==> config.mk <==
export PLATFORM = sky130hd
export DESIGN_NAME = spi_port_ctrl
export DESIGN_NICKNAME = d
export VERILOG_FILES = /design/src/rtl/spi_port_pkg.sv /design/src/rtl/spi_sck_gen.sv /design/src/rtl/spi_slave_front.sv /design/src/rtl/spi_shifter.sv /design/src/rtl/spi_port_ctrl.sv
export SDC_FILE = /design/constraint.sdc
export NUM_CORES = 1
export LEC_CHECK = 0
export ABC_AREA = 1
export CAP_MARGIN = 10
export CORE_MARGIN = 2
export CORE_UTILIZATION = 58
export DETAILED_ROUTE_END_ITERATION = 16
export PLACE_DENSITY = 0.83
export SYNTH_ARGS = -nofsm -noshare
export SYNTH_HDL_FRONTEND = slang
export SYNTH_SLANG_ARGS = --single-unit
==> constraint.sdc <==
create_clock -name clk -period 3.35 [get_ports clk]
set_input_delay 0.8375 -clock clk [delete_from_list [all_inputs] [get_ports clk]]
set_output_delay 0.8375 -clock clk [all_outputs]
set_load 0.01 [all_outputs]
==> src/rtl/spi_port_pkg.sv <==
package spi_port_pkg;

    localparam int unsigned DATA_W = 8;
    localparam int unsigned HALF_W = 7;

    typedef struct packed {
        logic       lsb_first;
        logic       master;
        logic       cpol;
        logic       cpha;
        logic       dbl;
        logic [1:0] rate;
    } spi_cfg_t;

    typedef struct packed {
        logic valid;
        logic leading;
    } sck_edge_t;

    // System clocks per serial-clock half period.
    function automatic logic [HALF_W-1:0] half_period(input logic [1:0] rate, input logic dbl);
        logic [2:0] sh;
        case (rate)
            2'd0:    sh = 3'd1;
            2'd1:    sh = 3'd3;
            2'd2:    sh = 3'd5;
            default: sh = 3'd6;
        endcase
        if (dbl) sh = sh - 3'd1;
        return HALF_W'(1) << sh;
    endfunction

endpackage

==> src/rtl/spi_sck_gen.sv <==
module spi_sck_gen
    import spi_port_pkg::*;
#(
    parameter int unsigned BITS = DATA_W
) (
    input  logic              clk,
    input  logic              rst,
    input  logic              start,
    input  logic              abort,
    input  logic [HALF_W-1:0] half,
    output sck_edge_t         ev,
    output logic              level,
    output logic              active,
    output logic [HALF_W-1:0] div_cnt
);
    localparam int unsigned EW = $clog2(2 * BITS);

    logic [EW-1:0] edge_cnt_q;
    logic          tick;

    always_comb begin
        tick       = active && (div_cnt == half - HALF_W'(1));
        ev.valid   = tick;
        ev.leading = !edge_cnt_q[0];
    end

    always_ff @(posedge clk) begin
        if (rst || abort) begin
            active     <= 1'b0;
            level      <= 1'b0;
            div_cnt    <= '0;
            edge_cnt_q <= '0;
        end else if (start) begin
            active     <= 1'b1;
            level      <= 1'b0;
            div_cnt    <= '0;
            edge_cnt_q <= '0;
        end else if (tick) begin
            div_cnt    <= '0;
            level      <= ~level;
            edge_cnt_q <= edge_cnt_q + EW'(1);
            if (edge_cnt_q == EW'(2 * BITS - 1)) active <= 1'b0;
        end else if (active) begin
            div_cnt <= div_cnt + HALF_W'(1);
        end
    end
endmodule

==> src/rtl/spi_slave_front.sv <==
module spi_slave_front
    import spi_port_pkg::*;
#(
    parameter int unsigned STAGES = 2
) (
    input  logic      clk,
    input  logic      rst,
    input  logic      sck_i,
    input  logic      ss_n_i,
    input  logic      mosi_i,
    input  logic      cpol,
    input  logic      enable,
    output logic      ss_low,
    output logic      mosi_s,
    output sck_edge_t ev
);
    logic [STAGES-1:0] sck_p, ss_p, mosi_p;
    logic              sck_last;

    always_ff @(posedge clk) begin
        if (rst) begin
            sck_p    <= '0;
            ss_p     <= '1;
            mosi_p   <= '0;
            sck_last <= 1'b0;
        end else begin
            sck_p    <= {sck_p[STAGES-2:0], sck_i};
            ss_p     <= {ss_p[STAGES-2:0], ss_n_i};
            mosi_p   <= {mosi_p[STAGES-2:0], mosi_i};
            sck_last <= sck_p[STAGES-1];
        end
    end

    always_comb begin
        ss_low     = !ss_p[STAGES-1];
        mosi_s     = mosi_p[STAGES-1];
        ev.valid   = enable && ss_low && (sck_p[STAGES-1] != sck_last);
        ev.leading = sck_p[STAGES-1] ^ cpol;
    end
endmodule

==> src/rtl/spi_shifter.sv <==
module spi_shifter
    import spi_port_pkg::*;
#(
    parameter int unsigned BITS = DATA_W
) (
    input  logic            clk,
    input  logic            rst,
    input  logic            load,
    input  logic [BITS-1:0] load_data,
    input  logic            restart,
    input  sck_edge_t       ev,
    input  logic            lsb_first,
    input  logic            cpha,
    input  logic            in_bit,
    output logic            out_bit,
    output logic            done_p,
    output logic [BITS-1:0] rx_byte
);
    localparam int unsigned IW = $clog2(BITS);

    logic [BITS-1:0] tx_q, rx_q, rx_next;
    logic [IW-1:0]   out_idx_q, bit_cnt_q;
    logic            first_q, is_sample;

    always_comb begin
        is_sample = ev.leading ^ cpha;
        rx_next   = lsb_first ? {in_bit, rx_q[BITS-1:1]} : {rx_q[BITS-2:0], in_bit};
        out_bit   = lsb_first ? tx_q[out_idx_q] : tx_q[IW'(BITS - 1) - out_idx_q];
    end

    always_ff @(posedge clk) begin
        if (rst) begin
            tx_q      <= '0;
            rx_q      <= '0;
            rx_byte   <= '0;
            out_idx_q <= '0;
            bit_cnt_q <= '0;
            first_q   <= 1'b1;
            done_p    <= 1'b0;
        end else begin
            done_p <= 1'b0;
            if (load) tx_q <= load_data;
            if (restart) begin
                out_idx_q <= '0;
                bit_cnt_q <= '0;
                first_q   <= 1'b1;
            end else if (ev.valid) begin
                if (is_sample) begin
                    rx_q <= rx_next;
                    if (bit_cnt_q == IW'(BITS - 1)) begin
                        bit_cnt_q <= '0;
                        done_p    <= 1'b1;
                        rx_byte   <= rx_next;
                    end else begin
                        bit_cnt_q <= bit_cnt_q + IW'(1);
                    end
                end else if (cpha && first_q) begin
                    first_q <= 1'b0;
                end else if (out_idx_q == IW'(BITS - 1)) begin
                    out_idx_q <= '0;
                end else begin
                    out_idx_q <= out_idx_q + IW'(1);
                end
            end
        end
    end
endmodule

==> src/rtl/spi_port_ctrl.sv <==
module spi_port_ctrl
    import spi_port_pkg::*;
(
    input  logic       clk,
    input  logic       rst,
    input  logic       cfg_wr,
    input  logic       cfg_lsb_first,
    input  logic       cfg_master,
    input  logic       cfg_cpol,
    input  logic       cfg_cpha,
    input  logic [1:0] cfg_rate,
    input  logic       cfg_dbl,
    output logic       master_o,
    input  logic       tx_wr,
    input  logic [7:0] tx_data,
    input  logic       stat_rd,
    input  logic       rx_rd,
    output logic [7:0] rx_data,
    output logic       done,
    input  logic       sck_i,
    output logic       sck_o,
    output logic       sck_oe,
    input  logic       mosi_i,
    output logic       mosi_o,
    output logic       mosi_oe,
    input  logic       miso_i,
    output logic       miso_o,
    output logic       miso_oe,
    input  logic       ss_n_i
);
    spi_cfg_t          cfg_q;
    logic              armed_q;
    logic              fault, start, restart, load, in_bit, out_bit, done_p;
    logic              ss_low, mosi_s, gen_level, gen_active;
    logic [HALF_W-1:0] half, div_cnt;
    sck_edge_t         gen_ev, slv_ev, ev;

    assign half = half_period(cfg_q.rate, cfg_q.dbl);

    spi_slave_front #(.STAGES(2)) i_front (
        .clk(clk), .rst(rst), .sck_i(sck_i), .ss_n_i(ss_n_i), .mosi_i(mosi_i),
        .cpol(cfg_q.cpol), .enable(!cfg_q.master),
        .ss_low(ss_low), .mosi_s(mosi_s), .ev(slv_ev)
    );

    spi_sck_gen #(.BITS(DATA_W)) i_gen (
        .clk(clk), .rst(rst), .start(start), .abort(fault), .half(half),
        .ev(gen_ev), .level(gen_level), .active(gen_active), .div_cnt(div_cnt)
    );

    always_comb begin
        fault   = cfg_q.master && ss_low;
        start   = tx_wr && cfg_q.master && !gen_active && !fault;
        restart = start || (!cfg_q.master && !ss_low);
        load    = tx_wr && !(cfg_q.master && gen_active);
        ev      = cfg_q.master ? gen_ev : slv_ev;
        in_bit  = cfg_q.master ? miso_i : mosi_s;
    end

    spi_shifter #(.BITS(DATA_W)) i_shift (
        .clk(clk), .rst(rst), .load(load), .load_data(tx_data), .restart(restart),
        .ev(ev), .lsb_first(cfg_q.lsb_first), .cpha(cfg_q.cpha), .in_bit(in_bit),
        .out_bit(out_bit), .done_p(done_p), .rx_byte(rx_data)
    );

    always_ff @(posedge clk) begin
        if (rst) begin
            cfg_q   <= '0;
            done    <= 1'b0;
            armed_q <= 1'b0;
        end else begin
            if (cfg_wr) begin
                cfg_q <= '{lsb_first: cfg_lsb_first, master: cfg_master, cpol: cfg_cpol,
                           cpha: cfg_cpha, dbl: cfg_dbl, rate: cfg_rate};
            end else if (fault) begin
                cfg_q.master <= 1'b0;
            end
            if (done_p || fault) begin
                done    <= 1'b1;
                armed_q <= 1'b0;
            end else if (rx_rd && armed_q) begin
                done    <= 1'b0;
                armed_q <= 1'b0;
            end else if (stat_rd && done) begin
                armed_q <= 1'b1;
            end
        end
    end

    always_comb begin
        master_o = cfg_q.master;
        sck_o    = cfg_q.cpol ^ gen_level;
        sck_oe   = cfg_q.master;
        mosi_o   = out_bit;
        mosi_oe  = cfg_q.master;
        miso_o   = out_bit;
        miso_oe  = !cfg_q.master && ss_low;
    end
endmodule

# Word-level counts from Yosys, hierarchy flattened
# Index checks and enable logic that the tools add are counted.
# totals
latchBits	0
n_memories	0
ram_bits	0
elab_cells	106
mem_bits_ro	0
out_inout_bits	16
regBits	61
inputBits	25
# op_classes
div	0
shift	1
mul	0
order_cmp	2
reduce_logical	38
n_mux	20
bitwise_logic	8
eq_ne	7
add_sub_neg	7
# op_table
operator	count
$logic_and A1 B1 Y1	13
$mux W1	12
$mux W3	3
$pmux W3 S3	1
$reduce_and A3 Y1	3
$lt A3 B4 Y1 const B	2
$mux W8	1
$reduce_bool A2 Y1	4
$add A7 B1 Y7 const B	1
$eq A7 B7 Y1	1
$shl A1 B3 Y7 const A	1
$sub A7 B1 Y7 const B	1
$add A3 B1 Y3 const B	2
$bmux W1 S3	2
$eq A3 B3 Y1 const B	2
$logic_not A1 Y1	6
$reduce_or A3 Y1	2
$not A1 Y1	5
$add A4 B1 Y4 const B	1
$eq A4 B4 Y1 const B	1
$reduce_and A2 Y1	2
$reduce_and A4 Y1	1
$reduce_or A2 Y1	2
$reduce_or A4 Y1	1
other kinds (9)	13

# Depth between registers and ports, before layout
# Gate-level depths: netlist of the first run.
# depth
word_depth	12
ltp_mapped	12
mapped_depth_nobuf	12

# Modules after synthesis
# From an unflattened synthesis of the first run, not the netlist that was laid out.
# unflattened
cells_unflattened	450
area_unflattened_um2	3136.8
# modules_own_cells
module	instances	seq_area_each_um2	cells_per_inst	area_per_inst_um2
spi_shifter	1	640.6	214	1546.5
spi_sck_gen	1	260.2	132	865.8
spi_port_ctrl	1	180.2	77	494.2
spi_slave_front	1	140.1	27	230.2

# Worst setup path after synthesis of the first run
# OpenSTA, ideal clock, no wires.
# synth_timing
kind	reg2out
from	register i_shift.out_idx_q[0]
to	output mosi_o
path_buffers	2
setup_slack_ns	1.174
path_stages_with_launch	9
required_time_ns	2.513
arrival_ns	1.339
path_cell_list	dfxtp_1 -> clkbuf_1 -> inv_1 -> a21oi_1 -> o21ai_0 -> nand3_1 -> nand3_1 -> nand2_1 -> buf_4
# synth_via
elab_chain_cells	4
word_cells_on_any_way	6
cone_classes	add/sub (1); mux (5)
# synth_lines
item	line_no	source
from (decl)	spi_shifter.sv:22	logic [IW-1:0] out_idx_q, bit_cnt_q;
from (signal assigned)	spi_shifter.sv:62	out_idx_q <= out_idx_q + IW'(1);
$sub A3 B3 Y3	spi_shifter.sv:28	out_bit = lsb_first ? tx_q[out_idx_q] : tx_q[IW'(BITS - 1) - out_idx_q];
$bmux W1 S3	spi_shifter.sv:28	
$mux W1 (not written as such)	spi_shifter.sv:28	
$mux W1 (*)	spi_shifter.sv:28	
to (decl)	spi_port_ctrl.sv:24	output logic mosi_o,
# Mark *: on every way between the ends. The rest lies on a longest branch, timed or not. The select of a mux whose other input is x is not followed.

# Worst setup path in the final report of the first run
# layout_timing
from	register i_shift.out_idx_q[0]
to	output miso_o
# layout_via
elab_chain_cells	4
word_cells_on_any_way	6
cone_classes	add/sub (1); mux (5)
# layout_lines
item	line_no	source
$sub A3 B3 Y3	spi_shifter.sv:28	
$bmux W1 S3	spi_shifter.sv:28	
$mux W1 (not written as such)	spi_shifter.sv:28	
$mux W1 (*)	spi_shifter.sv:28	
to (decl)	spi_port_ctrl.sv:27	output logic miso_o,
# Marked as above.

==> results.json, run 1 <==
{
  "maxSlewHeadroom": 0.580,
  "drc": 0,
  "fin_setup_tns_ns": 0,
  "fmax_ghz": 0.335,
  "p_leak_nw": 1.44,
  "regArea_sq_um": 1220,
  "worstSetupEndpointType": "output port",
  "first_pass_iters": 4,
  "die_y_microns": 73.9,
  "wl_microns": 5960,
  "grt_overflow": 0,
  "maxSlewViolCount": 0,
  "netlist_area_sq_um": 2830,
  "crit_chain": "inv_1, a21oi_1, o21ai_0, nand3_1, nand3_1, nand2_1, clkdlybuf4s50_1",
  "worstMarginPinSlew_ns": 0.629,
  "cts_resized": 0,
  "clk_pin_slew_worst_paths_ns": 0.07,
  "cts_buffers": 9,
  "dpl.hpwl_microns": 4230,
  "fin_nets": 469,
  "stdcell_count": 510,
  "syn_nets": 432,
  "status": "completed",
  "regToRegEndpoint": "i_shift.rx_byte[7]$_SDFFE_PP0P_",
  "final_cell_mix": "nand2_1 (86), dfxtp_1 (61), nor2_1 (56)",
  "ys_seq_area_frac": 0.431,
  "switchingPower_mw": 0.397,
  "arrival_ns": 2.15,
  "gp_congestion": 0.903,
  "dp.cells": 494,
  "grt_pass1_vias": 2440,
  "fin_worst_skew_ns": 0.00980,
  "ctsHoldBuffers": 0,
  "ant_nets": 0,
  "swShare": 0.233,
  "hold_slack_ns": 0.412,
  "cp_common_cell": "nand3_1",
  "clockPowerShare": 0.465,
  "r2r_start": "master_o$_SDFFE_PP0P_",
  "cap_violations": 0,
  "coreArea_sq_um": 4720,
  "r2r_slack_ns": 1.15,
  "power_frac_comb": 0.088,
  "ys_ff_latch": 61,
  "crit_slowest_cell": "clkdlybuf4s50_1",
  "setup_viol": 0,
  "yosysTopAreaCell": "dfxtp_1",
  "drt-initial-drc-count": 202,
  "viasPerCell": 5.16,
  "grt_use_total": 0.251,
  "crit_path_start_kind": "flip-flop",
  "crit_end": "miso_o",
  "start_util": 0.599,
  "synth_cell_type_count": 27,
  "path_depth": 7,
  "multi_input_area_sq_um": 1350,
  "clk_path_buf_depth": 2,
  "min_period_ns": 2.99,
  "path_delay_family": "buffers and inverters",
  "synth.area.top_cells": "dfxtp_1 (43%), nand2_1 (11%), nor2_1 (7.4%)",
  "worst_skew_pair.late_latency_ns": 0.34,
  "layout_commonest_cell": "nand2_1",
  "dieArea_sq_um": 5450,
  "grt_max_degree": 37,
  "rr_worst_depth": 10,
  "rsz0062_at_grt": "no",
  "tritoncts": "yes",
  "synth_top_area_share": 0.431,
  "path_buf_inv": 2,
  "ctsHtreeMaxLevel": 3,
  "port-buffer-count": 40,
  "vias": 2631,
  "drive_gt1_frac": 0.0632,
  "dieWidth_microns": 73.9,
  "crit_fanout": 11,
  "startpoint": "i_shift.out_idx_q[0]$_SDFFE_PP0P_",
  "avgSynthCellArea_sq_um": 7.06,
  "final_core_util": 0.736,
  "critical_path_class": "flip-flop to output port",
  "grt_pass1_wl_microns": 10500,
  "post_drt_wl_per_cell_microns": 11.7,
  "post_cts_buffers": 0,
  "antenna_found_initial": 0,
  "peakVddDrop_uv": 323,
  "synth_cells": 401,
  "root_buffer": "clkbuf_8",
  "p_int_mw": 1.31,
  "cp.required_ns": 2.51,
  "hold_path.class": "flip-flop to flip-flop",
  "hold_viol_final": 0,
  "n_fill_cell": 372,
  "antennaDiodeCount": 0,
  "pwr_density_cell_nw_per_um2": 490,
  "finalCritPeriodShare": 0.892,
  "cp_slowest_stage_delay_ns": 0.53,
  "p_seq_frac": 0.447,
  "io_pins": 41,
  "yosys_warnings": 0,
  "rows": 25,
  "area_growth_pct": 22.9,
  "clock_sink_count": 61
}
==> synth_stat cells (all sizes together) <==
cell type	count
o211ai	2
buf	13
xor2	7
inv	38
dfxtp	61
o21ai	32
a211oi	1
nand3	40
or2	4
nor2	57
xnor2	3
clkinv	1
a21oi	41
nand2	87
nand3b	1
o21bai	1
clkbuf	5
nor3b	1
ha	6
==> worst register-to-register path: cells and delay by family, from the launching register on <==
kind / cells / cell delay, ns
and+or+nand+nor: 6 / 1.02
buffers and inverters: 3 / 0.51
DFF: 1 / 0.50
AOI/OAI and AO/OA: 1 / 0.07
==> metrics by stage <==
stage | setup slack [ns] | area [sq um] | total power, mW
6_report | 0.361 | 3480 | 1.71
2_1_floorplan | 1.17 | 2830 | 0.871
5_1_grt | 0.191 | 3480 | 1.77
3_3_place_gp | 0.897 | 3230 | 0.925
4_1_cts | 0.360 | 3480 | 1.72
3_5_place_dp | 0.724 | 3230 | 0.929
==> power groups by stage <==
stage	combinational, mW	sequential (mW)	clock, mW
3_5_place_dp	0.150	0.778	0
6_report	0.151	0.762	0.793
4_1_cts	0.152	0.762	0.802
5_1_grt	0.173	0.765	0.834
2_1_floorplan	0.0996	0.772	0
3_3_place_gp	0.147	0.778	0
==> metal layers <==
layer / vias to the layer above / GRT usage / part of all wire
met2: 64 / 0.394 / 0.48
met5: - / 0 / 0
met1: 1193 / 0.330 / 0.46
met4: 0 / 0.0808 / 0.0094
met3: 5 / 0.0768 / 0.046
li1: 1369 / - / -
==> sequential cells by signal, indices dropped and copies added (netlist names) <==
| register | flops |
|---|---|
| master_o | 1 |
| cfg_q | 6 |
| i_shift.tx_q | 8 |
| done | 1 |
| i_gen.div_cnt | 7 |
| i_shift.rx_byte | 8 |
| i_shift.done_p | 1 |
| i_front.mosi_p | 2 |
| i_front.sck_p | 2 |
| i_shift.first_q | 1 |
| i_shift.out_idx_q | 3 |
| i_front.ss_p | 2 |
| i_front.sck_last | 1 |
| i_shift.bit_cnt_q | 3 |
| i_gen.active | 1 |
| armed_q | 1 |
| i_shift.rx_q | 8 |
| i_gen.level | 1 |
| i_gen.edge_cnt_q | 4 |
==> cell type report <==
type                            count  area share
Clock inverter                      7      0.0356
Sequential cell                    61       0.351
Timing Repair Buffer               44       0.124
Inverter                           39      0.0421
Clock buffer                        9      0.0356
Multi-Input combinational cell    283       0.388
Tap cell                           67      0.0241
==> logic make-up (layout without fill, tap and decap cells) <==
kind of cell,count (synthesis),in the layout,share of synthesized area
adder cells (fa/ha/maj),6,6,0.0265
AND/OR/NAND/NOR,190,190,0.279
XOR/XNOR,10,10,0.0309
AO/OA/AOI/OAI,77,77,0.140
flip-flops,61,61,0.431
buffers and inverters,57,99,0.0920
==> how the worst min path moves through the flow <==
stage	from	to	slack [ns]	cells after the start
CTS	i_front.mosi_p[0]$_SDFF_PP0_	i_front.mosi_p[1]$_SDFF_PP0_	0.41	2
detailed placement	i_front.mosi_p[0]$_SDFF_PP0_	i_front.mosi_p[1]$_SDFF_PP0_	0.40	2
floorplan	i_front.mosi_p[0]$_SDFF_PP0_	i_front.mosi_p[1]$_SDFF_PP0_	0.39	2
global placement	i_front.sck_p[0]$_SDFF_PP0_	i_front.sck_p[1]$_SDFF_PP0_	0.39	2
global route	i_front.mosi_p[0]$_SDFF_PP0_	i_front.mosi_p[1]$_SDFF_PP0_	0.43	2
finish	i_front.mosi_p[0]$_SDFF_PP0_	i_front.mosi_p[1]$_SDFF_PP0_	0.41	2
Note: power is estimated with default switching activity, not from simulation.
==> inputs of run 2 (changes only) <==
--- a/config.mk
+++ b/config.mk
@@ -7,10 +7,12 @@
 export LEC_CHECK = 0
 export ABC_AREA = 1
 export CAP_MARGIN = 10
+export CELL_PAD_IN_SITES_DETAIL_PLACEMENT = 0
+export CELL_PAD_IN_SITES_GLOBAL_PLACEMENT = 1
 export CORE_MARGIN = 2
-export CORE_UTILIZATION = 58
+export CORE_UTILIZATION = 42
 export DETAILED_ROUTE_END_ITERATION = 16
-export PLACE_DENSITY = 0.83
+export PLACE_DENSITY = 0.84
 export SYNTH_ARGS = -nofsm -noshare
 export SYNTH_HDL_FRONTEND = slang
 export SYNTH_SLANG_ARGS = --single-unit
==> run 2 against run 1 <==
Worst setup slack better by 0.063 ns. Worst hold slack lost 0.0063 ns. Maximum frequency up 2.1%. Sequential share of layout area up 0.089 points. Non-clock buffer count shrank 1. Wire length rose by 1.3%. Global-route usage decreased by 7.6 points. Sequential cell count unchanged. Sequential power about the same. Clock power shrank 5.2%. Largest power group is now sequential cells.
==> results.json, run 2 (synthesis results as in run 1) <==
{
  "io_pins": 41,
  "dieWidth_microns": 86.1,
  "worstHoldStart": "i_front.mosi_p[0]$_SDFF_PP0_",
  "post_drt_wl_per_cell_microns": 11.6,
  "finalPower_mw": 1.66,
  "placed_area_sq_um": 3240,
  "r2r_slack_ns": 1.12,
  "viasPerCell": 4.91,
  "ctsHtreeMaxLevel": 3,
  "clk_path_buf_depth": 2,
  "holdPathStages": 2,
  "drc": 0,
  "coreArea_sq_um": 6420,
  "fin_nets": 468,
  "finish.instance_area_sq_um": 3470,
  "hold_viol_final": 0,
  "gp_congestion": 0.770,
  "setup_viol": 0,
  "status": "completed",
  "die_y_microns": 86.1,
  "arrival_ns": 2.09,
  "grt_overflow": 0,
  "area_growth_pct": 22.6,
  "drive_gt1_frac": 0.0611,
  "n_fill_cell": 650,
  "final_core_util": 0.540,
  "multi_input_area_sq_um": 1350,
  "root_buffer": "clkbuf_8",
  "critical_path_class": "flip-flop to output port",
  "cp.required_ns": 2.51,
  "post_cts_buffers": 0,
  "maxSlewViolCount": 0,
  "worstSetupEndpointType": "output port",
  "ctsHoldBuffers": 0,
  "tritoncts": "yes",
  "rows": 29,
  "final_cell_mix": "nand2_1 (86), dfxtp_1 (61), nor2_1 (56)",
  "clk_pin_slew_worst_paths_ns": 0.07,
  "clock_sink_count": 61,
  "port-buffer-count": 40,
  "grt_pass1_vias": 2319,
  "cap_violations": 0,
  "dr_wl_met2_microns": 2740,
  "finalWorstSetupSlack_ns": 0.423,
  "p_leak_nw": 1.42,
  "largestRegisters": "i_shift.rx_byte x8, i_shift.rx_q x8, i_shift.tx_q x8",
  "fin_worst_skew_ns": 0.00929,
  "antennaDiodeCount": 0,
  "ant_nets": 0,
  "fin_setup_tns_ns": 0,
  "post-place-ws_ns": 0.782,
  "grt_use_total": 0.175,
  "maxSlewHeadroom": 0.532,
  "hold_path.class": "flip-flop to flip-flop",
  "finalCritPeriodShare": 0.874,
  "dieArea_sq_um": 7410,
  "worst_skew_pair.late_latency_ns": 0.34,
  "antenna_found_initial": 0,
  "dpl.hpwl_microns": 4200,
  "r2r_start": "master_o$_SDFFE_PP0P_",
  "grt_max_degree": 37,
  "peakVddDrop_uv": 273,
  "rsz0062_at_grt": "no",
  "highest_layer": "met4",
  "cts_buffers": 9,
  "crit_path_start_kind": "flip-flop",
  "vias": 2547,
  "routed-wl-met3_microns": 290,
  "wl_met1_microns": 2920,
  "wl_microns": 6030,
  "min_to": "i_front.mosi_p[1]$_SDFF_PP0_",
  "grt_pass1_wl_microns": 10200,
  "worstMarginPinSlew_ns": 0.701,
  "cts_resized": 0,
  "first_pass_iters": 4,
  "start_util": 0.441,
  "drt-initial-drc-count": 113,
  "regToRegEndpoint": "i_shift.rx_byte[7]$_SDFFE_PP0P_",
  "rr_worst_depth": 10,
  "pwr_density_cell_nw_per_um2": 480,
  "fmax_ghz": 0.342,
  "crit_fanout": 11,
  "min_period_ns": 2.93,
  "regArea_sq_um": 1220,
  "layout_commonest_cell": "nand2_1"
}
[run 2: worst max-delay path by stage]
stage	from	end	slack, ns
after floorplan	i_shift.out_idx_q[0]$_SDFFE_PP0P_	mosi_o	1.17
after global placement	rst	i_gen.div_cnt[2]$_SDFFE_PP0P_	0.80
after detailed placement	rst	i_gen.div_cnt[2]$_SDFFE_PP0P_	0.78
after CTS	i_shift.out_idx_q[0]$_SDFFE_PP0P_	miso_o	0.41
after global routing	i_shift.out_idx_q[0]$_SDFFE_PP0P_	miso_o	0.24
final	i_shift.out_idx_q[0]$_SDFFE_PP0P_	miso_o	0.42
[run 2: routing by layer]
layer	vias up	global-route usage
li1	1357	-
met2	43	0.273
met3	8	0.0520
met5	-	0
met4	0	0.0808
met1	1139	0.222
[run 2: where the power goes]
group	switching, mW	internal [mW]	total (mW)
combinational	0.0832	0.0663	0.150
sequential	0.0185	0.745	0.763
clock	0.293	0.459	0.752
total	0.394	1.27	1.66
[run 2: worst max-delay path: stages (launching register included)]
cell	delay (ns)
dfxtp_1	0.51
inv_1	0.19
a21oi_1	0.17
o21ai_0	0.10
nand3_1	0.09
nand3_1	0.07
nand2_1	0.09
clkdlybuf4s50_1	0.53
[run 2: cell type report]
cell class / instances / share of cell area
sequential: 61 / 0.352
timing repair buffer: 43 / 0.122
multi-input combinational: 283 / 0.389
clock buffer: 11 / 0.0436
clock inverter: 5 / 0.0238
tap: 77 / 0.0278
inverter: 39 / 0.0422
[run 2: through the flow]
stage          hold slack [ns]  cells
6_report                 0.405    519
5_1_grt                  0.431    519
4_1_cts                  0.412    519
3_5_place_dp             0.394    503
3_3_place_gp             0.394    503
2_1_floorplan            0.388    401
